[config.mk]
export PLATFORM = sky130hd
export DESIGN_NAME = pt_refill_unit
export DESIGN_NICKNAME = d
export VERILOG_FILES = /design/src/rtl/ptr_pkg.sv /design/src/rtl/ptr_slot_table.sv /design/src/rtl/ptr_port_arb.sv /design/src/rtl/ptr_walker.sv /design/src/rtl/pt_refill_unit.sv
export SDC_FILE = /design/constraint.sdc
export NUM_CORES = 2
export LEC_CHECK = 0
export BUFFER_PORTS_ARGS = -buffer_cell sky130_fd_sc_hd__buf_4
export CAP_MARGIN = 10
export CORE_MARGIN = 4
export CORE_UTILIZATION = 45
export CTS_BUF_LIST = sky130_fd_sc_hd__clkbuf_8
export DETAILED_ROUTE_END_ITERATION = 7
export HOLD_SLACK_MARGIN = 0.15
export PLACE_DENSITY = 0.59
export SLEW_MARGIN = 20
export SYNTH_ARGS = -nofsm -noshare
export SYNTH_HDL_FRONTEND = slang
export SYNTH_SLANG_ARGS = --single-unit
[constraint.sdc]
create_clock -name clk_i -period 2.8 [get_ports clk_i]
set_input_delay 0 -clock clk_i [delete_from_list [all_inputs] [get_ports clk_i]]
set_output_delay 0 -clock clk_i [all_outputs]
set_load 0.01 [all_outputs]
[src/rtl/ptr_pkg.sv]
package ptr_pkg;
  typedef enum logic [1:0] {W_IDLE, W_DESC, W_DATA} walk_st_e;

  typedef struct packed {
    logic [7:0] y1;
    logic [7:0] x1;
    logic [7:0] y0;
    logic [7:0] x0;
  } rect_t;

  localparam int unsigned FIELD_W = 8;
  localparam int unsigned IB_LAST = 1;
  localparam int unsigned IB_ERR  = 2;
  localparam int unsigned IB_FILL = 7;
endpackage

[src/rtl/ptr_slot_table.sv]
module ptr_slot_table #(
  parameter int unsigned TW = 8,
  parameter int unsigned TH = 4,
  parameter int unsigned XW = 3,
  parameter int unsigned YW = 2
) (
  input  logic          clk_i,
  input  logic          rst_ni,
  input  logic          we_i,
  input  logic [XW-1:0] wx_i,
  input  logic [YW-1:0] wy_i,
  input  logic [31:0]   wd_i,
  input  logic [XW-1:0] rx_i,
  input  logic [YW-1:0] ry_i,
  output logic [31:0]   rd_o
);
  localparam int unsigned NS   = TW * TH;
  localparam int unsigned IDXW = $clog2(NS);

  logic [31:0]   slot_q [NS];
  logic [IDXW-1:0] w_idx, r_idx;

  assign w_idx = IDXW'(wy_i) * IDXW'(TW) + IDXW'(wx_i);
  assign r_idx = IDXW'(ry_i) * IDXW'(TW) + IDXW'(rx_i);
  assign rd_o  = slot_q[r_idx];

  always_ff @(posedge clk_i or negedge rst_ni) begin
    if (!rst_ni) begin
      for (int i = 0; i < NS; i++) slot_q[i] <= '0;
    end else if (we_i) begin
      slot_q[w_idx] <= wd_i;
    end
  end
endmodule

[src/rtl/ptr_port_arb.sv]
module ptr_port_arb #(
  parameter int unsigned N = 2
) (
  input  logic         clk_i,
  input  logic         rst_ni,
  input  logic [N-1:0] req_i,
  input  logic         rvalid_i,
  output logic [N-1:0] gnt_o,
  output logic [N-1:0] own_o
);
  logic [N-1:0] owner_q;

  always_comb begin
    gnt_o = '0;
    if (owner_q == '0) begin
      for (int i = N - 1; i >= 0; i--) begin
        if (req_i[i]) begin
          gnt_o    = '0;
          gnt_o[i] = 1'b1;
        end
      end
    end
  end

  assign own_o = owner_q;

  always_ff @(posedge clk_i or negedge rst_ni) begin
    if (!rst_ni)          owner_q <= '0;
    else if (rvalid_i)    owner_q <= '0;
    else if (|gnt_o)      owner_q <= gnt_o;
  end

  assert_single_owner_R10: assert property (@(posedge clk_i) disable iff (!rst_ni)
    $onehot0(owner_q));

  assert_hold_owner_R10: assert property (@(posedge clk_i) disable iff (!rst_ni)
    (owner_q != '0 && !rvalid_i) |=> $stable(owner_q));
endmodule

[src/rtl/ptr_walker.sv]
module ptr_walker
  import ptr_pkg::*;
#(
  parameter int unsigned AW = 32,
  parameter int unsigned TW = 8,
  parameter int unsigned TH = 4,
  parameter int unsigned XW = 3,
  parameter int unsigned YW = 2
) (
  input  logic          clk_i,
  input  logic          rst_ni,
  input  logic          start_i,
  input  logic          cancel_i,
  input  logic [AW-1:0] ptr_i,
  input  logic          gnt_i,
  input  logic          rvalid_i,
  input  logic [31:0]   rdata_i,
  output logic          req_o,
  output logic [AW-1:0] addr_o,
  output logic          ready_o,
  output logic          err_o,
  output logic [AW-1:0] cur_ptr_o,
  output logic          done_o,
  output logic          fill_o,
  output logic          fault_o,
  output logic          tw_en_o,
  output logic [XW-1:0] tw_x_o,
  output logic [YW-1:0] tw_y_o,
  output logic [31:0]   tw_d_o
);
  walk_st_e      st_q;
  logic          wait_q, ctrl_q, err_q;
  logic [1:0]    widx_q;
  logic [AW-1:0] ptr_q, dptr_q, next_q;
  rect_t         rect_q;
  logic [7:0]    cx_q, cy_q;

  logic desc_misal, take, rect_bad, last_cell, fin_desc, word3;
  logic [AW-1:0] nxt;

  assign desc_misal = (st_q == W_DESC) && (widx_q == 2'd0) && !wait_q && (ptr_q[3:0] != 4'd0);
  assign take       = rvalid_i && wait_q;
  assign word3      = take && (st_q == W_DESC) && (widx_q == 2'd3);
  assign rect_bad   = (rect_q.x1 < rect_q.x0) || (rect_q.y1 < rect_q.y0) ||
                      ({1'b0, rect_q.x1} >= 9'(TW)) || ({1'b0, rect_q.y1} >= 9'(TH));
  assign last_cell  = (cx_q == rect_q.x1) && (cy_q == rect_q.y1);
  assign nxt        = word3 ? AW'(rdata_i) : next_q;
  assign fin_desc   = (word3 && !rect_bad && !ctrl_q) ||
                      (take && (st_q == W_DATA) && last_cell);

  assign req_o     = !wait_q && (((st_q == W_DESC) && !desc_misal) || (st_q == W_DATA));
  assign addr_o    = (st_q == W_DATA) ? dptr_q : ptr_q + AW'({widx_q, 2'b00});
  assign ready_o   = (st_q == W_IDLE) && !wait_q;
  assign err_o     = err_q;
  assign cur_ptr_o = ptr_q;
  assign fill_o    = fin_desc && !cancel_i;
  assign done_o    = fin_desc && !cancel_i && (nxt == '0);
  assign fault_o   = !cancel_i && (desc_misal || (word3 && rect_bad));
  assign tw_en_o   = take && (st_q == W_DATA) && !cancel_i;
  assign tw_x_o    = cx_q[XW-1:0];
  assign tw_y_o    = cy_q[YW-1:0];
  assign tw_d_o    = rdata_i;

  always_ff @(posedge clk_i or negedge rst_ni) begin
    if (!rst_ni) begin
      st_q   <= W_IDLE;
      wait_q <= 1'b0;
      ctrl_q <= 1'b0;
      err_q  <= 1'b0;
      widx_q <= '0;
      ptr_q  <= '0;
      dptr_q <= '0;
      next_q <= '0;
      rect_q <= '0;
      cx_q   <= '0;
      cy_q   <= '0;
    end else begin
      if (req_o && gnt_i) wait_q <= 1'b1;
      else if (rvalid_i)  wait_q <= 1'b0;

      if (cancel_i) begin
        st_q  <= W_IDLE;
        err_q <= 1'b0;
      end else begin
        case (st_q)
          W_IDLE: if (start_i) begin
            st_q   <= W_DESC;
            widx_q <= '0;
            ptr_q  <= ptr_i;
            err_q  <= 1'b0;
          end
          W_DESC: begin
            if (desc_misal) begin
              st_q  <= W_IDLE;
              err_q <= 1'b1;
            end else if (take) begin
              widx_q <= widx_q + 2'd1;
              case (widx_q)
                2'd0: rect_q <= rdata_i;
                2'd1: ctrl_q <= rdata_i[0];
                2'd2: dptr_q <= AW'(rdata_i);
                default: begin
                  next_q <= AW'(rdata_i);
                  if (rect_bad) begin
                    st_q  <= W_IDLE;
                    err_q <= 1'b1;
                  end else if (!ctrl_q) begin
                    // skipped descriptor: follow link, widx wraps to 0
                    if (rdata_i == '0) st_q <= W_IDLE;
                    else ptr_q <= AW'(rdata_i);
                  end else begin
                    st_q <= W_DATA;
                    cx_q <= rect_q.x0;
                    cy_q <= rect_q.y0;
                  end
                end
              endcase
            end
          end
          W_DATA: if (take) begin
            dptr_q <= dptr_q + AW'(4);
            if (last_cell) begin
              if (next_q == '0) st_q <= W_IDLE;
              else begin
                st_q   <= W_DESC;
                ptr_q  <= next_q;
                widx_q <= '0;
              end
            end else if (cx_q == rect_q.x1) begin
              cx_q <= rect_q.x0;
              cy_q <= cy_q + 8'd1;
            end else begin
              cx_q <= cx_q + 8'd1;
            end
          end
          default: st_q <= W_IDLE;
        endcase
      end
    end
  end

  assert_in_rect_R3: assert property (@(posedge clk_i) disable iff (!rst_ni)
    tw_en_o |-> (cx_q >= rect_q.x0 && cx_q <= rect_q.x1 && cy_q >= rect_q.y0 && cy_q <= rect_q.y1));

  assert_done_ready_R5: assert property (@(posedge clk_i) disable iff (!rst_ni)
    done_o |=> ready_o);

  assert_cancel_idle_R6: assert property (@(posedge clk_i) disable iff (!rst_ni)
    cancel_i |=> (st_q == W_IDLE));

  assert_fault_err_R7: assert property (@(posedge clk_i) disable iff (!rst_ni)
    fault_o |=> (err_o && ready_o));
endmodule

[src/rtl/pt_refill_unit.sv]
module pt_refill_unit
  import ptr_pkg::*;
#(
  parameter int unsigned N_ENG = 2,
  parameter int unsigned AW    = 32,
  parameter int unsigned TBL_W = 8,
  parameter int unsigned TBL_H = 4,
  localparam int unsigned XW   = $clog2(TBL_W),
  localparam int unsigned YW   = $clog2(TBL_H)
) (
  input  logic          clk_i,
  input  logic          rst_ni,
  input  logic          reg_we_i,
  input  logic [3:0]    reg_waddr_i,
  input  logic [31:0]   reg_wdata_i,
  input  logic [3:0]    reg_raddr_i,
  output logic [31:0]   reg_rdata_o,
  output logic          mem_req_o,
  output logic [AW-1:0] mem_addr_o,
  input  logic          mem_rvalid_i,
  input  logic [31:0]   mem_rdata_i,
  input  logic [XW-1:0] lut_x_i,
  input  logic [YW-1:0] lut_y_i,
  output logic [31:0]   lut_data_o,
  output logic          irq_o
);
  localparam int unsigned IW = FIELD_W * N_ENG;

  logic [N_ENG-1:0] req, gnt, own, ready, err, done, fill, fault, tw_en, start, cancel;
  logic [AW-1:0]    w_addr  [N_ENG];
  logic [AW-1:0]    w_ptr   [N_ENG];
  logic [XW-1:0]    w_x     [N_ENG];
  logic [YW-1:0]    w_y     [N_ENG];
  logic [31:0]      w_d     [N_ENG];
  logic [IW-1:0]    stat_q, en_q, set_v, clr_v;

  ptr_port_arb #(.N(N_ENG)) u_arb (
    .clk_i, .rst_ni, .req_i(req), .rvalid_i(mem_rvalid_i), .gnt_o(gnt), .own_o(own)
  );

  for (genvar g = 0; g < N_ENG; g++) begin : g_eng
    localparam logic [3:0] DADDR = 4'(4 + g);
    assign start[g]  = reg_we_i && (reg_waddr_i == DADDR) && (reg_wdata_i != '0) && ready[g];
    assign cancel[g] = reg_we_i && (reg_waddr_i == DADDR) && (reg_wdata_i == '0);

    ptr_walker #(.AW(AW), .TW(TBL_W), .TH(TBL_H), .XW(XW), .YW(YW)) u_walk (
      .clk_i, .rst_ni,
      .start_i(start[g]), .cancel_i(cancel[g]), .ptr_i(AW'(reg_wdata_i)),
      .gnt_i(gnt[g]), .rvalid_i(mem_rvalid_i && own[g]), .rdata_i(mem_rdata_i),
      .req_o(req[g]), .addr_o(w_addr[g]), .ready_o(ready[g]), .err_o(err[g]),
      .cur_ptr_o(w_ptr[g]), .done_o(done[g]), .fill_o(fill[g]), .fault_o(fault[g]),
      .tw_en_o(tw_en[g]), .tw_x_o(w_x[g]), .tw_y_o(w_y[g]), .tw_d_o(w_d[g])
    );

    assert_done_flag_R8: assert property (@(posedge clk_i) disable iff (!rst_ni)
      done[g] |=> stat_q[FIELD_W*g + IB_LAST]);
  end

  // shared port and table write: at most one engine active at a time
  logic          t_we;
  logic [XW-1:0] t_x;
  logic [YW-1:0] t_y;
  logic [31:0]   t_d;

  always_comb begin
    mem_addr_o = '0;
    t_x = '0;
    t_y = '0;
    t_d = '0;
    for (int n = 0; n < N_ENG; n++) begin
      if (gnt[n])   mem_addr_o = mem_addr_o | w_addr[n];
      if (tw_en[n]) begin
        t_x = t_x | w_x[n];
        t_y = t_y | w_y[n];
        t_d = t_d | w_d[n];
      end
    end
  end
  assign mem_req_o = |gnt;
  assign t_we      = |tw_en;

  ptr_slot_table #(.TW(TBL_W), .TH(TBL_H), .XW(XW), .YW(YW)) u_tbl (
    .clk_i, .rst_ni, .we_i(t_we), .wx_i(t_x), .wy_i(t_y), .wd_i(t_d),
    .rx_i(lut_x_i), .ry_i(lut_y_i), .rd_o(lut_data_o)
  );

  always_comb begin
    set_v = '0;
    for (int n = 0; n < N_ENG; n++) begin
      set_v[FIELD_W*n + IB_LAST] = done[n];
      set_v[FIELD_W*n + IB_ERR]  = fault[n];
      set_v[FIELD_W*n + IB_FILL] = fill[n];
    end
    clr_v = (reg_we_i && reg_waddr_i == 4'd0) ? reg_wdata_i[IW-1:0] : '0;
  end

  always_ff @(posedge clk_i or negedge rst_ni) begin
    if (!rst_ni) begin
      stat_q <= '0;
      en_q   <= '0;
    end else begin
      stat_q <= (stat_q & ~clr_v) | set_v;
      if (reg_we_i && reg_waddr_i == 4'd1) en_q <= reg_wdata_i[IW-1:0];
    end
  end

  assign irq_o = |(stat_q & en_q);

  always_comb begin
    reg_rdata_o = '0;
    if (reg_raddr_i == 4'd0) reg_rdata_o = 32'(stat_q);
    if (reg_raddr_i == 4'd1) reg_rdata_o = 32'(en_q);
    for (int n = 0; n < N_ENG; n++) begin
      if (reg_raddr_i == 4'(4 + n)) reg_rdata_o = 32'(w_ptr[n]);
      if (reg_raddr_i == 4'(8 + n)) reg_rdata_o = {30'd0, err[n], ready[n]};
    end
  end

  assert_irq_off_when_clear_R9: assert property (@(posedge clk_i) disable iff (!rst_ni)
    ($past(stat_q) == '0 && set_v == '0 && $past(set_v) == '0) |-> !irq_o);
endmodule

# Word-level counts from Yosys, hierarchy flattened
# Cells that the tools add are included.
# word_totals
elab_cells,443
in_bits,81
regBits,1360
output_inout_bits,98
# op_classes
n_bitwise,16
n_lt_le_gt_ge,11
addsub,12
n_reduce_logical,125
n_eq_ne,64
muxes,152
# ops
operator,count
32-bit two-way mux,42
1024-bit bitwise mux,1
8-bit two-way mux,32
32-bit zero test,6
32-bit case mux with 3 select lines,2
32-bit binary-select mux with 5-bit select,1
32-bit demux with 5-bit select,1
32-bit case mux with 2 select lines,2
2-bit two-way mux,38
"32-bit by 3-bit adder with 32-bit output, second input constant",2
32-bit by 4-bit adder with 32-bit output,2
32-bit OR,2
8-bit case mux with 2 select lines,4
1-bit logical AND,53
16-bit two-way mux,3
5-bit AND reduction,8
"2-bit != test, second input constant",18
"8-bit by 1-bit adder with 8-bit output, second input constant",4
16-bit AND,2
8-bit == test,4
8-bit < comparator,4
32-bit nonzero test,1
2-bit case mux with 3 select lines,4
12-bit AND reduction,2
39 further kinds,142

# Logic depth before layout (Yosys ltp)
# logic_depth
depth_word,15
depth_mapped,14
depth_no_buf,10

# By module
# Synthesis repeated with hierarchy kept, for this count alone.
# hier_totals
hier_cells,5819
hier_area_um2,69848.2
# modules_own_cells
module,cells_each,instances,seq_area_each_um2,area_per_inst_um2
ptr_slot_table,3447,1,25624.6,47474.3
ptr_walker at g_eng[1].u_walk,1046,1,3778.6,9810.7
ptr_walker at g_eng[0].u_walk,1002,1,3778.6,9645.5
pt_refill_unit,314,1,800.8,2820.2
ptr_port_arb,10,1,50.0,97.6

# Least setup slack after synthesis
# No wires, ideal clock.
# synth_timing
path_type,register to output
from,register g_eng[1].u_walk.widx_q[0]
to,output mem_addr_o[26]
n_path_buf,0
stages_incl_launch_ff,10
required_ps,2800
arrival_time_ps,2937
path_slack_ps,-137
cell_sequence,dfrtp_1 -> ha_1 -> inv_1 -> fa_1 -> nor4_1 -> nand4_1 -> nor3_1 -> xnor2_1 -> nor2_1 -> o32ai_1
# synth_via
elab_chain_cells,12
elab_cells_between_ends,15
cone_classes,add/sub (1); mux (5); bitwise (1); reduce/logical (8)
# synth_lines
item,line,rtl
from (decl),ptr_walker.sv:33,logic [1:0] widx_q;
from (signal assigned),ptr_walker.sv:97,widx_q <= widx_q + 2'd1;
"parallel branches: the longest is 11 deep, another holds 32-bit by 4-bit adder with 32-bit output",n/a,
32-bit two-way mux *,pt_refill_unit.sv:71,if (gnt[n]) mem_addr_o = mem_addr_o | w_addr[n];
to (decl),pt_refill_unit.sv:19,"output logic [AW-1:0] mem_addr_o,"
# Mark *: on every way between the ends.

# Worst setup path in the final report
# layout_timing
from,register g_eng[0].u_walk.ptr_q[2]
to,output mem_addr_o[18]
# layout_via
elab_chain_cells,11
elab_cells_between_ends,13
cone_classes,add/sub (1); mux (5); bitwise (1); reduce/logical (6)
# layout_lines
item,line,rtl
from (decl),ptr_walker.sv:34,"logic [AW-1:0] ptr_q, dptr_q, next_q;"
from (signal assigned),ptr_walker.sv:89,ptr_q <= ptr_i;
from (signal assigned),ptr_walker.sv:110,else ptr_q <= AW'(rdata_i);
from (signal assigned),ptr_walker.sv:126,ptr_q <= next_q;
"parallel branches: the longest is 10 deep, another holds 32-bit by 4-bit adder with 32-bit output",n/a,
32-bit two-way mux *,pt_refill_unit.sv:71,
# Marks and branches as above.

==> qor.csv <==
metric,value,unit
Peak VDD IR,428.6,uV
Synth area leader,dfrtp_1,
failing checks,negative setup slack,
I/O pin cnt,179,
min setup slack post-route,-0.8387,ns
final net count,6271,
final core occ,56.14,%
CTS clock-pin slew for the worst setup and hold paths,0.06,ns
Die ar.,0.1560,mm^2
placed cell areas,0.07517,mm^2
GRT Total Usage,29.86,%
DP Wirelength,153.4,mm
num rows,141,
fin crit period,3.639,ns
Antenna Nets Post-Route,0,
Leakage,38.63,nW
Syn Nets,5676,
Sw Ratio,33.48,%
die width,395.0,um
drt drc,0,
drt first pass iters,6,
Seq cells post-synth,1360,
Vias/cell,6.204,
footprint of the multi-input gates,0.03223,mm^2
Power Internal,0.03850,W
Worst Setup Start Kind,register,
P per Cell Area,695.7,mW/mm^2
Core Region,0.1482,mm^2
WL/cell,28.47,um
clock latency on the worst-skew pair,1.00,ns
final wirelength,235.0,mm
Comb pwr share,27.2,%
commonest cells in the netlist,"dfrtp_1 (1360), o21ai_0 (724), mux2_2 (656), clkbuf_1 (369), mux4_2 (334)",
Hold Path Class,in -> reg,
Root Driver,clkbuf_8,
layout cells sized above 1,35.74,%
pin count of the biggest net entering global routing,119,
via count,51210,
antenna violations before repair,16,
flop2flop setup slack,-0.02,ns
CP Class,reg -> out,
period utilization,130.0,%
Vert. Die Dim,395.0,um
status,"complete, but fails checks",
library cells used by synthesis,86,
DRT iter0 DRCs,4584,
CTS sink count,1360,
top cell type's share of synthesized area,50.50,%
required time of the worst setup path,2.80,ns
Max Transition Viols Final,0,
Reg area,0.03403,mm^2
Worst setup endpoint,mem_addr_o[18],
sequential cell fraction of total power,40.9,%
most numerous cell in the Yosys netlist,dfrtp_1,
Net Switching,0.01938,W
design area,0.08320,mm^2
cts bufs inserted,225,
Fin Clk Skew,0.09340,ns
Initial Util,45.47,%
Synth Area per Inst,12.17,um^2
RSZ-0062 raised after global routing,yes,
Worst-Margin Slew,1.058,ns
Area contributors post-synth,"dfrtp_1 (51%), mux4_2 (11%), mux2_2 (11%), o21ai_0 (5.4%), mux2_1 (3.6%)",
reg-to-reg endpoint,g_eng[0].u_walk.cur_ptr_o[1],
slew margin rel.,29.50,%
"Max FO, Critical Path",3,
fillers,12370,
first-pass GRT wire length,349.8,mm
# setup viols final,89,
total of warnings raised by yosys,0,
dpl ws,-0.3434,ns
H-Tree Depth,4,
Hold Fails Final Rpt,0,
Crit. End Element,output pin,
Crit Reg-Reg Startpoint,g_eng[0].u_walk.rect_q[31],
Clock Tree Buf Depth,3,
CTS tree,done,
register area share after synthesis,50.50,%
Layout area overhead,23.46,%
"EDFF count, synth",0,
Async SR Flop Fraction,100.0,%
"Top FF cell, synth",dfrtp_1,
CP startpoint,g_eng[0].u_walk.cur_ptr_o[2],
max-cap violations,0,
R2R cell count,13,
Clk pwr share,31.9,%
WP data arrival,3.64,ns
Post-Synthesis Cells,5537,
Overflow after GRT,0,
global placement routability congestion,0.9440,
Max Clk Rate,274.8,MHz
number of port buffers,178,
Mapped Area,0.06739,mm^2
vias in the first global route,51910,
## cells by family (layout without fill, tap and decap cells)
kind of cell | Yosys count | after routing | share of synthesized area, %
other | 0 | 3 | 0
xor gates and xnor gates | 83 | 83 | 1.079
muxes | 1245 | 1245 | 26.31
buffers and inverters | 585 | 1369 | 3.520
and+or+nand+nor | 923 | 923 | 6.705
DFF | 1360 | 1360 | 50.50
AOI/OAI and AO/OA | 1283 | 1283 | 10.79
adders and majority gates | 58 | 58 | 1.099
## power by group through the flow
stage	registers (W)	clock network (W)	logic, W
global placement	0.0238	0	0.0133
global route	0.0239	0.0198	0.0168
detailed placement	0.0239	0	0.0135
floorplan	0.0232	0	0.00785
CTS	0.0235	0.0188	0.0152
finish	0.0237	0.0185	0.0158
## flip-flops by register name, indices dropped and copies added (netlist names)
name,flops
g_eng.u_walk.cx_q,16
g_eng.u_walk.cur_ptr_o,64
g_eng.u_walk.rect_q,64
u_arb.own_o,2
g_eng.u_walk.wait_q,2
g_eng.u_walk.err_o,2
g_eng.u_walk.cy_q,16
u_tbl.slot_q,1024
g_eng.u_walk.ctrl_q,2
g_eng.u_walk.st_q,4
g_eng.u_walk.widx_q,4
en_q,16
stat_q,16
g_eng.u_walk.dptr_q,64
g_eng.u_walk.next_q,64
## cell usage in the layout (no fill, tap or decap), types with 40 or more instances in the layout
| master | synthesis | layout |
|---|---|---|
| dfrtp_1 | 1360 | 1360 |
| o21ai_0 | 724 | 717 |
| mux2_2 | 656 | 623 |
| buf_4 | 18 | 497 |
| mux4_2 | 334 | 334 |
| clkbuf_8 | 0 | 290 |
| nand2_1 | 299 | 281 |
| mux2_1 | 214 | 214 |
| a21oi_1 | 190 | 184 |
| nor2_1 | 196 | 183 |
| buf_12 | 0 | 149 |
| inv_1 | 60 | 144 |
| dlygate4sd3_1 | 0 | 144 |
| buf_6 | 0 | 88 |
| nand3_1 | 88 | 82 |
| a22oi_1 | 72 | 72 |
| o21ai_1 | 63 | 68 |
| xor2_1 | 62 | 58 |
| o22ai_1 | 76 | 52 |
| nor4_1 | 57 | 51 |
| nand4_1 | 48 | 48 |
| ha_1 | 56 | 47 |
| and3_1 | 41 | 40 |
| mux2i_1 | 41 | 40 |
## layer usage
metal	share of wire [%]	vias to the layer above	GRT usage (%)	wire length, um
met5	0.011	-	0	25
met4	4.3	4	11.87	10020
met3	8.3	414	6.422	19410
met2	46	2211	46.27	107900
met1	42	26850	41.27	97670
li1	-	21730	-	-
## worst min path at each step
| stage | start | end | depth (start not counted) |
|---|---|---|---|
| finish | mem_rdata_i[8] | g_eng[0].u_walk.dptr_q[8] | 5 |
| CTS | mem_rdata_i[8] | g_eng[0].u_walk.dptr_q[8] | 5 |
| floorplan | rst_ni | en_q[0] | 0 |
| global placement | rst_ni | stat_q[7] | 1 |
| global route | mem_rdata_i[1] | g_eng[0].u_walk.dptr_q[1] | 5 |
| detailed placement | rst_ni | stat_q[7] | 1 |
## area by class of cell
| cell class | count | share of cell area [%] |
|---|---|---|
| inverter | 60 | 0.2737 |
| tap | 1930 | 2.902 |
| clock buffer | 290 | 4.797 |
| antenna | 3 | 0.009023 |
| clock inverter | 126 | 0.9880 |
| sequential | 1360 | 40.91 |
| timing repair buffer | 893 | 11.38 |
| multi-input combinational | 3592 | 38.74 |
## critical path: stages, from the launching register on
cell and delay, ns:
dfrtp_1 0.39, ha_2 0.21, inv_2 0.04, fa_2 0.38, and4b_1 0.31, nand4bb_1 0.20
buf_4 0.21, or3_1 0.32, a21oi_2 0.14, a21oi_1 0.05, o22ai_1 0.16, buf_4 0.17
buf_6 0.10
## what timing repair did
item,CTS,global route
setup endpoints to repair,244,1043
hold buffers,147,0
pin swaps,36,38
gates resized for setup,240,78
hold endpoints to repair,2618,0
setup buffers,26,13
cloned,5,3
## stage by stage
step                      hold slack (ns)  power (W)  cells  setup TNS (ns)
after floorplan                   -0.2956    0.03101   5537               0
after global placement           0.003710    0.03711   7660         -124.25
after detailed placement        0.0009236    0.03732   7660         -146.61
after CTS                          0.1507    0.05756   8248          -49.32
after global routing               0.2200    0.06050   8252          -37.63
final                              0.2413    0.05788   8254          -26.60
No activity file was read; power rests on OpenSTA's default activity.
